==> src/rtl/wl_pkg.sv <==
// Shared types for the wear-leveling swap sequencer.
package wl_pkg;
    typedef enum logic [2:0] {
        OP_ERASE = 3'd0,
        OP_PMAP  = 3'd1,
        OP_VB1   = 3'd2,
        OP_COPY  = 3'd3,
        OP_VB2   = 3'd4,
        OP_VB3   = 3'd5
    } fop_e;

    typedef enum logic [3:0] {
        S_IDLE, S_ERX, S_CHK, S_SRCH, S_PMAP, S_VB1,
        S_COPY, S_VB2, S_UPD, S_ERY, S_VB3
    } st_e;
endpackage

==> src/rtl/wl_map_table.sv <==
// Logical-to-physical sector table with its inverse.
// Assumes writes always exchange two distinct pairs, so the table stays a permutation.
module wl_map_table #(
    parameter int N  = 16,
    parameter int SW = 4
) (
    input  logic          clk,
    input  logic          rst_n,
    input  logic          we,
    input  logic [SW-1:0] la,
    input  logic [SW-1:0] pa,
    input  logic [SW-1:0] lb,
    input  logic [SW-1:0] pb,
    input  logic [SW-1:0] q0_l,
    output logic [SW-1:0] q0_p,
    input  logic [SW-1:0] q1_l,
    output logic [SW-1:0] q1_p,
    input  logic [SW-1:0] q2_p,
    output logic [SW-1:0] q2_l
);
    logic [SW-1:0] fwd [N];
    logic [SW-1:0] inv [N];

    // Identity on reset; a write updates both pairs in both directions.
    always_ff @(posedge clk) begin
        if (!rst_n) begin
            for (int i = 0; i < N; i++) begin
                fwd[i] <= SW'(i);
                inv[i] <= SW'(i);
            end
        end else if (we) begin
            fwd[la] <= pa;
            fwd[lb] <= pb;
            inv[pa] <= la;
            inv[pb] <= lb;
        end
    end

    // Combinational lookups.
    always_comb begin
        q0_p = fwd[q0_l];
        q1_p = fwd[q1_l];
        q2_l = inv[q2_p];
    end

    assert_pair_distinct_R7: assert property (@(posedge clk) disable iff (!rst_n)
        we |-> (la != lb) && (pa != pb));
endmodule

==> src/rtl/wl_erase_cnt.sv <==
// Per-physical-sector erase counters, saturating at all ones.
// Assumes one increment at most per cycle.
module wl_erase_cnt #(
    parameter int N  = 16,
    parameter int SW = 4,
    parameter int CW = 16
) (
    input  logic          clk,
    input  logic          rst_n,
    input  logic          inc,
    input  logic [SW-1:0] inc_idx,
    input  logic [SW-1:0] rd0_idx,
    output logic [CW-1:0] rd0,
    input  logic [SW-1:0] rd1_idx,
    output logic [CW-1:0] rd1
);
    logic [CW-1:0] cnt [N];

    // Clear on reset; add one to the addressed counter on an increment.
    always_ff @(posedge clk) begin
        if (!rst_n) begin
            for (int i = 0; i < N; i++) cnt[i] <= '0;
        end else if (inc && cnt[inc_idx] != '1) begin
            cnt[inc_idx] <= cnt[inc_idx] + 1'b1;
        end
    end

    // Combinational read ports.
    always_comb begin
        rd0 = cnt[rd0_idx];
        rd1 = cnt[rd1_idx];
    end
endmodule

==> src/rtl/wl_min_find.sv <==
// Scans pool sectors LO..N-1, one per cycle, for the lowest count, skipping one index.
// Strict less-than keeps the lowest index on ties. Assumes the pool holds at least two sectors.
module wl_min_find #(
    parameter int N  = 16,
    parameter int LO = 4,
    parameter int SW = 4,
    parameter int CW = 16
) (
    input  logic          clk,
    input  logic          rst_n,
    input  logic          start,
    input  logic [SW-1:0] skip,
    output logic [SW-1:0] scan_idx,
    input  logic [CW-1:0] scan_cnt,
    output logic          done,
    output logic [SW-1:0] best
);
    localparam logic [SW-1:0] LAST  = SW'(N - 1);
    localparam logic [SW-1:0] FIRST = SW'(LO);

    logic          run;
    logic          have;
    logic [CW-1:0] best_c;

    // Walk the pool and keep the running minimum.
    always_ff @(posedge clk) begin
        if (!rst_n) begin
            run      <= 1'b0;
            have     <= 1'b0;
            done     <= 1'b0;
            scan_idx <= FIRST;
            best     <= FIRST;
            best_c   <= '0;
        end else begin
            done <= 1'b0;
            if (start) begin
                run      <= 1'b1;
                have     <= 1'b0;
                scan_idx <= FIRST;
            end else if (run) begin
                if (scan_idx != skip && (!have || scan_cnt < best_c)) begin
                    best   <= scan_idx;
                    best_c <= scan_cnt;
                    have   <= 1'b1;
                end
                if (scan_idx == LAST) begin
                    run  <= 1'b0;
                    done <= 1'b1;
                end else begin
                    scan_idx <= scan_idx + 1'b1;
                end
            end
        end
    end

    assert_skip_self_R3: assert property (@(posedge clk) disable iff (!rst_n)
        done |-> (best != skip) && have && (best >= FIRST));
endmodule

==> src/rtl/wl_swap_seq.sv <==
// Erase command sequencer with threshold-triggered wear-leveling swap.
// Runs the erase of the mapped sector, checks its count, and on a swap runs
// search, map program, flag 1, copy, flag 2, RAM update, erase of Y, flag 3.
// Assumes fop_ack is only given while fop_req is high.
module wl_swap_seq
    import wl_pkg::*;
#(
    parameter int NUM_SECT = 16,
    parameter int RET_SECT = 4,
    parameter int CNT_W    = 16,
    parameter int THRESH   = 1000,
    localparam int SW      = $clog2(NUM_SECT)
) (
    input  logic             clk,
    input  logic             rst_n,
    input  logic             cmd_valid,
    input  logic [SW-1:0]    cmd_lsect,
    output logic             busy,
    output logic             fop_req,
    output logic [2:0]       fop_op,
    output logic [SW-1:0]    fop_sect,
    output logic [SW-1:0]    fop_src,
    input  logic             fop_ack,
    output logic             tbl_we,
    output logic [SW-1:0]    tbl_la,
    output logic [SW-1:0]    tbl_pa,
    output logic [SW-1:0]    tbl_lb,
    output logic [SW-1:0]    tbl_pb,
    input  logic [SW-1:0]    map_lsect,
    output logic [SW-1:0]    map_psect,
    input  logic [SW-1:0]    cnt_psect,
    output logic [CNT_W-1:0] cnt_val
);
    localparam logic [CNT_W-1:0] THR   = CNT_W'(THRESH);
    localparam logic [SW-1:0]    RET_L = SW'(RET_SECT);

    st_e           st, st_n;
    fop_e          op_c;
    logic [SW-1:0] a_q, x_q, y_q;
    logic [SW-1:0] x_lookup, b_lookup;
    logic [SW-1:0] scan_idx, best;
    logic [CNT_W-1:0] cnt0;
    logic          srch_done, swap_go, step;

    // Next-state logic for the ordered sequence.
    always_comb begin
        st_n = st;
        case (st)
            S_IDLE: if (cmd_valid) st_n = S_ERX;
            S_ERX:  if (fop_ack) st_n = S_CHK;
            S_CHK:  st_n = swap_go ? S_SRCH : S_IDLE;
            S_SRCH: if (srch_done) st_n = S_PMAP;
            S_PMAP: if (fop_ack) st_n = S_VB1;
            S_VB1:  if (fop_ack) st_n = S_COPY;
            S_COPY: if (fop_ack) st_n = S_VB2;
            S_VB2:  if (fop_ack) st_n = S_UPD;
            S_UPD:  st_n = S_ERY;
            S_ERY:  if (fop_ack) st_n = S_VB3;
            S_VB3:  if (fop_ack) st_n = S_IDLE;
            default: st_n = S_IDLE;
        endcase
    end

    // Request level and op code per state.
    always_comb begin
        fop_req = 1'b1;
        op_c    = OP_ERASE;
        case (st)
            S_ERX, S_ERY: op_c = OP_ERASE;
            S_PMAP:       op_c = OP_PMAP;
            S_VB1:        op_c = OP_VB1;
            S_COPY:       op_c = OP_COPY;
            S_VB2:        op_c = OP_VB2;
            S_VB3:        op_c = OP_VB3;
            default:      fop_req = 1'b0;
        endcase
    end

    assign fop_op   = op_c;
    assign fop_sect = (st == S_ERY) ? y_q : x_q;
    assign fop_src  = y_q;
    assign busy     = (st != S_IDLE);
    assign step     = fop_req && fop_ack;
    assign swap_go  = (st == S_CHK) && (a_q >= RET_L) && (cnt0 > THR);
    assign tbl_we   = (st == S_UPD);
    assign tbl_la   = a_q;
    assign tbl_pa   = y_q;
    assign tbl_lb   = b_lookup;
    assign tbl_pb   = x_q;

    // State register and latched sector identities.
    always_ff @(posedge clk) begin
        if (!rst_n) begin
            st  <= S_IDLE;
            a_q <= '0;
            x_q <= '0;
            y_q <= '0;
        end else begin
            st <= st_n;
            if (st == S_IDLE && cmd_valid) begin
                a_q <= cmd_lsect;
                x_q <= x_lookup;
            end
            if (st == S_SRCH && srch_done) y_q <= best;
        end
    end

    wl_map_table #(.N(NUM_SECT), .SW(SW)) u_map (
        .clk(clk), .rst_n(rst_n), .we(tbl_we),
        .la(tbl_la), .pa(tbl_pa), .lb(tbl_lb), .pb(tbl_pb),
        .q0_l(cmd_lsect), .q0_p(x_lookup),
        .q1_l(map_lsect), .q1_p(map_psect),
        .q2_p(y_q), .q2_l(b_lookup)
    );

    wl_erase_cnt #(.N(NUM_SECT), .SW(SW), .CW(CNT_W)) u_cnt (
        .clk(clk), .rst_n(rst_n),
        .inc(step && (st == S_ERX || st == S_ERY)), .inc_idx(fop_sect),
        .rd0_idx((st == S_SRCH) ? scan_idx : x_q), .rd0(cnt0),
        .rd1_idx(cnt_psect), .rd1(cnt_val)
    );

    wl_min_find #(.N(NUM_SECT), .LO(RET_SECT), .SW(SW), .CW(CNT_W)) u_find (
        .clk(clk), .rst_n(rst_n), .start(swap_go), .skip(x_q),
        .scan_idx(scan_idx), .scan_cnt(cnt0), .done(srch_done), .best(best)
    );

    assert_req_hold_R9: assert property (@(posedge clk) disable iff (!rst_n)
        fop_req && !fop_ack |=> fop_req && $stable(fop_op) && $stable(fop_sect));
    assert_tbl_after_vb2_R6: assert property (@(posedge clk) disable iff (!rst_n)
        tbl_we |-> $past(fop_req && fop_ack && fop_op == 3'(OP_VB2)));
    assert_busy_on_accept_R8: assert property (@(posedge clk) disable iff (!rst_n)
        cmd_valid && !busy |=> busy && fop_req && fop_op == 3'(OP_ERASE));
    assert_no_retention_write_R4: assert property (@(posedge clk) disable iff (!rst_n)
        tbl_we |-> (tbl_la >= RET_L) && (tbl_lb >= RET_L) && (tbl_pa >= RET_L) && (tbl_pb >= RET_L));
    assert_last_step_R5: assert property (@(posedge clk) disable iff (!rst_n)
        fop_req && fop_ack && fop_op == 3'(OP_VB3) |=> !busy);
endmodule

==> config.mk <==
export PLATFORM = sky130hd
export DESIGN_NAME = wl_swap_seq
export DESIGN_NICKNAME = d
export VERILOG_FILES = /design/src/rtl/wl_pkg.sv /design/src/rtl/wl_map_table.sv /design/src/rtl/wl_erase_cnt.sv /design/src/rtl/wl_min_find.sv /design/src/rtl/wl_swap_seq.sv
export SDC_FILE = /design/constraint.sdc
export NUM_CORES = 1
export LEC_CHECK = 0
export ABC_AREA = 1
export ABC_CLOCK_PERIOD_IN_PS = 8450
export BUFFER_PORTS_ARGS = -buffer_cell sky130_fd_sc_hd__buf_2
export CAP_MARGIN = 30
export CORE_ASPECT_RATIO = 1.2
export CORE_MARGIN = 2
export CORE_UTILIZATION = 40
export CTS_BUF_LIST = sky130_fd_sc_hd__clkbuf_4 sky130_fd_sc_hd__clkbuf_8
export CTS_CLUSTER_DIAMETER = 30
export DETAILED_ROUTE_END_ITERATION = 7
export PLACE_DENSITY = 0.53
export SYNTH_ARGS = -nofsm -noshare
export SYNTH_HDL_FRONTEND = slang
export SYNTH_HIERARCHICAL = 1
export SYNTH_SLANG_ARGS = --single-unit
==> constraint.sdc <==
create_clock -name clk -period 8.45 [get_ports clk]
set_input_delay 1.69 -clock clk [delete_from_list [all_inputs] [get_ports clk]]
set_output_delay 1.69 -clock clk [all_outputs]
set_load 0.01 [all_outputs]
==> flow_summary.toml <==
[logic_synthesis]
syn_inst = 3809
ys_ff_latch = 427
synth_top_flop_cell = "edfxtp_1"
yosysSeqAreaShare_pct = 44.3
yosysTopAreaCellShare_pct = 41.2
syn_area_mm2 = 0.0280
synth_common_cells = "1,036 x nand2_1, 422 x o21ai_0, 401 x inv_1"
synth_warnings = 6
synth.area.top_cells = "edfxtp_1 41%, nand2_1 14%, o21ai_0 7.6%"
ys_types = 44
yosys.area.top_type = "edfxtp_1"
synth_area_per_cell_um2 = 7.34
syn_nets = 3842
synthArstFlopShare_pct = 0
yosysMostFrequentCell = "nand2_1"
synth_edf_count = 384

[drt]
vias = 26794
vias_per_cell = 5.59
avgRoutedWirePerCell_um = 22.4
drtAntennaViolNets = 0
drc = 0
totalWireLength_mm = 107
firstDrtPassIters = 8
drt-initial-drc-count = 2430

[final_layout]
num-fill-cells = 7234
area.sequential_mm2 = 0.0124
fin_cells = 4791
postLayoutCellArea_mm2 = 0.0312
final_net_count = 3817
multi_input_area_mm2 = 0.0128
drive_gt1_share_pct = 10.3
area_growth_pct = 11.5

[clock_network]
cts_resized = 0
clockBufferDepth = 3
root_buffer = "clkbuf_8"
hold_buffers = 0
clk_latency_ns = 0.74
clk_pin_slew_ns = 0.06
htreeDepth = 3
cts_setup_buffers = 0
cts_sinks = 427
cts_buffers = 104
tritoncts = "yes"

[timing]
setup_violations = 0
min_period_ns = 6.15
worstMarginPinSlew_ns = 1.08
setup_ws_ns = 2.30
max_freq_mhz = 163
hold_viol_final = 0
period_share_pct = 72.8
drv_slew = 0
skew_ns = 0.0612
rsz0062_at_grt = "no"
setup_tns_ns = 0
maxSlewHeadroom_pct = 27.8

[setup_path]
critical_path_arrival_ns = 6.37
startpoint_type = "flip-flop"
required_ns = 8.67
worst_path_most_repeated_cell = "nand2_1"
slowest_delay_ns = 0.85
path_cells = "nand3_1 > o21ai_0 > nand2_1 > inv_1 > nand2_1 > nand2_1 > inv_1 > nand2_2 > ha_1 > nand3_2 > nor2_8 > nand3_4 > nand3_2 > nand2_1"
worst-setup-path-type = "flip-flop to flip-flop"
critical_path.max_fanout = 19
endpoint_kind = "flip-flop"
slowest_stage = "o21ai_0"

[power]
sequentialPowerShare_pct = 28.0
p_int_w = 0.00501
ir_drop_mv = 0.169
p_leak_nw = 12.9
clockPowerShare_pct = 31.9
p_per_area_mw_per_mm2 = 288
power_w = 0.00899
combPwrFrac_pct = 40.1
switchingPower_w = 0.00397
swShare_pct = 44.2

[die]
die_width_um = 245
row_count = 106
core_area_mm2 = 0.0695
initial_core_util_pct = 40.2
dieArea_mm2 = 0.0721
ioPinCount = 66
die-height_um = 294

[global_route]
antenna_found_initial = 3
grt_max_degree = 155
first_global_vias = 24930
grt_pass1_wl_mm = 158
overflow = 0
grt_usage_pct = 29.2

[placed_design]
io_buffers = 65
dp.cells = 4596
dp_slack_ns = 2.43
placed_area_mm2 = 0.0288
dpl.hpwl_mm = 71.3
gp_congestion = 0.918

[job]
max_cap_viol_count = 0

[outcome]
outcome = "finished, final reports clean"

[min_path]
holdCritPathClass = "flip-flop to flip-flop"
-- area by class of cell --
class	instances	share of cell area, %
antenna	1	0.00802
clock buffer	118	4.97
clock inverter	76	2.74
inverter	414	5.00
multi-input combinational	2715	41.0
sequential	427	39.7
tap	918	3.68
timing repair buffer	122	2.84
-- per-layer routing --
layer	global-route usage, %	vias up	wire length [um]
li1	-	12657	-
met1	35.8	12599	42100
met2	50.1	1281	51800
met3	4.31	255	7980
met4	14.6	2	5280
met5	0	-	13
-- registers in the layout, indices dropped and copies added, names as in the netlist, 16 cells and up --
register	count
u_map/inv	64
u_map/fwd	64
u_find/best_c	16
u_cnt/cnt	256
-- kinds of logic after synthesis --
family	after synthesis	synth area share [%]
xor gates and xnor gates	11	0.398
and+or+nand+nor	1854	28.2
AOI/OAI and AO/OA	832	16.0
buffers and inverters	667	10.3
muxes	1	0.0358
adders and majority gates	17	0.761
DFF	427	44.3
-- worst max-delay path, delay by kind of cell (launching register included) --
kind | cells | cell delay (ns)
simple gates | 10 | 3.23
compound gates | 1 | 0.85
buf+inv | 2 | 0.65
flops | 1 | 0.52
fa+ha+maj | 1 | 0.36
-- power by group through the flow --
stage | combinational [W] | clock (W) | sequential, W
2_1_floorplan | 0.00224 | 0 | 0.00252
3_3_place_gp | 0.00354 | 0 | 0.00256
3_5_place_dp | 0.00355 | 0 | 0.00256
4_1_cts | 0.00356 | 0.00291 | 0.00252
5_1_grt | 0.00389 | 0.00300 | 0.00253
6_report | 0.00360 | 0.00286 | 0.00252
-- placed cells by master, fill, tap and decap left out, types with 5 or more instances in the layout --
master      count
clkinv_1       18
nand2_1      1036
nand2_2        22
nor2_4          8
o211ai_1       49
nand4_1        18
o22ai_1        46
o21ai_0       416
nor2_1        376
nand3_1       348
clkbuf_4       12
buf_2          63
buf_4          50
clkbuf_8      106
nor2_2         14
edfxtp_1      384
ha_1           17
xnor2_1         5
nand3_2         9
inv_1         400
bufinv_16      16
o21ai_1        10
a21oi_1       266
inv_2          10
o221ai_1       32
clkinvlp_4     11
nand3_4        11
dfxtp_1        42
clkinv_2       20
-- per-stage QoR --
| step | utilization [%] | hold slack [ns] |
|---|---|---|
| after floorplan | - | 0.424 |
| after global placement | 41.2 | 0.462 |
| after detailed placement | 41.4 | 0.464 |
| after CTS | 44.9 | 0.476 |
| after global routing | 44.9 | 0.498 |
| final | 44.9 | 0.477 |
-- worst paths after layout --
kind	start	slack (ns)	cells after the start	end
setup / recovery	st[0]	2.30	14	u_cnt/cnt[5][2]
hold / removal	u_find/best[2]	0.48	2	u_find/best[2]
setup reg to reg	st[0]	2.30	14	u_cnt/cnt[5][2]
hold reg to reg	u_find/best[2]	0.48	2	u_find/best[2]
No activity file was read; power rests on OpenSTA's default activity.
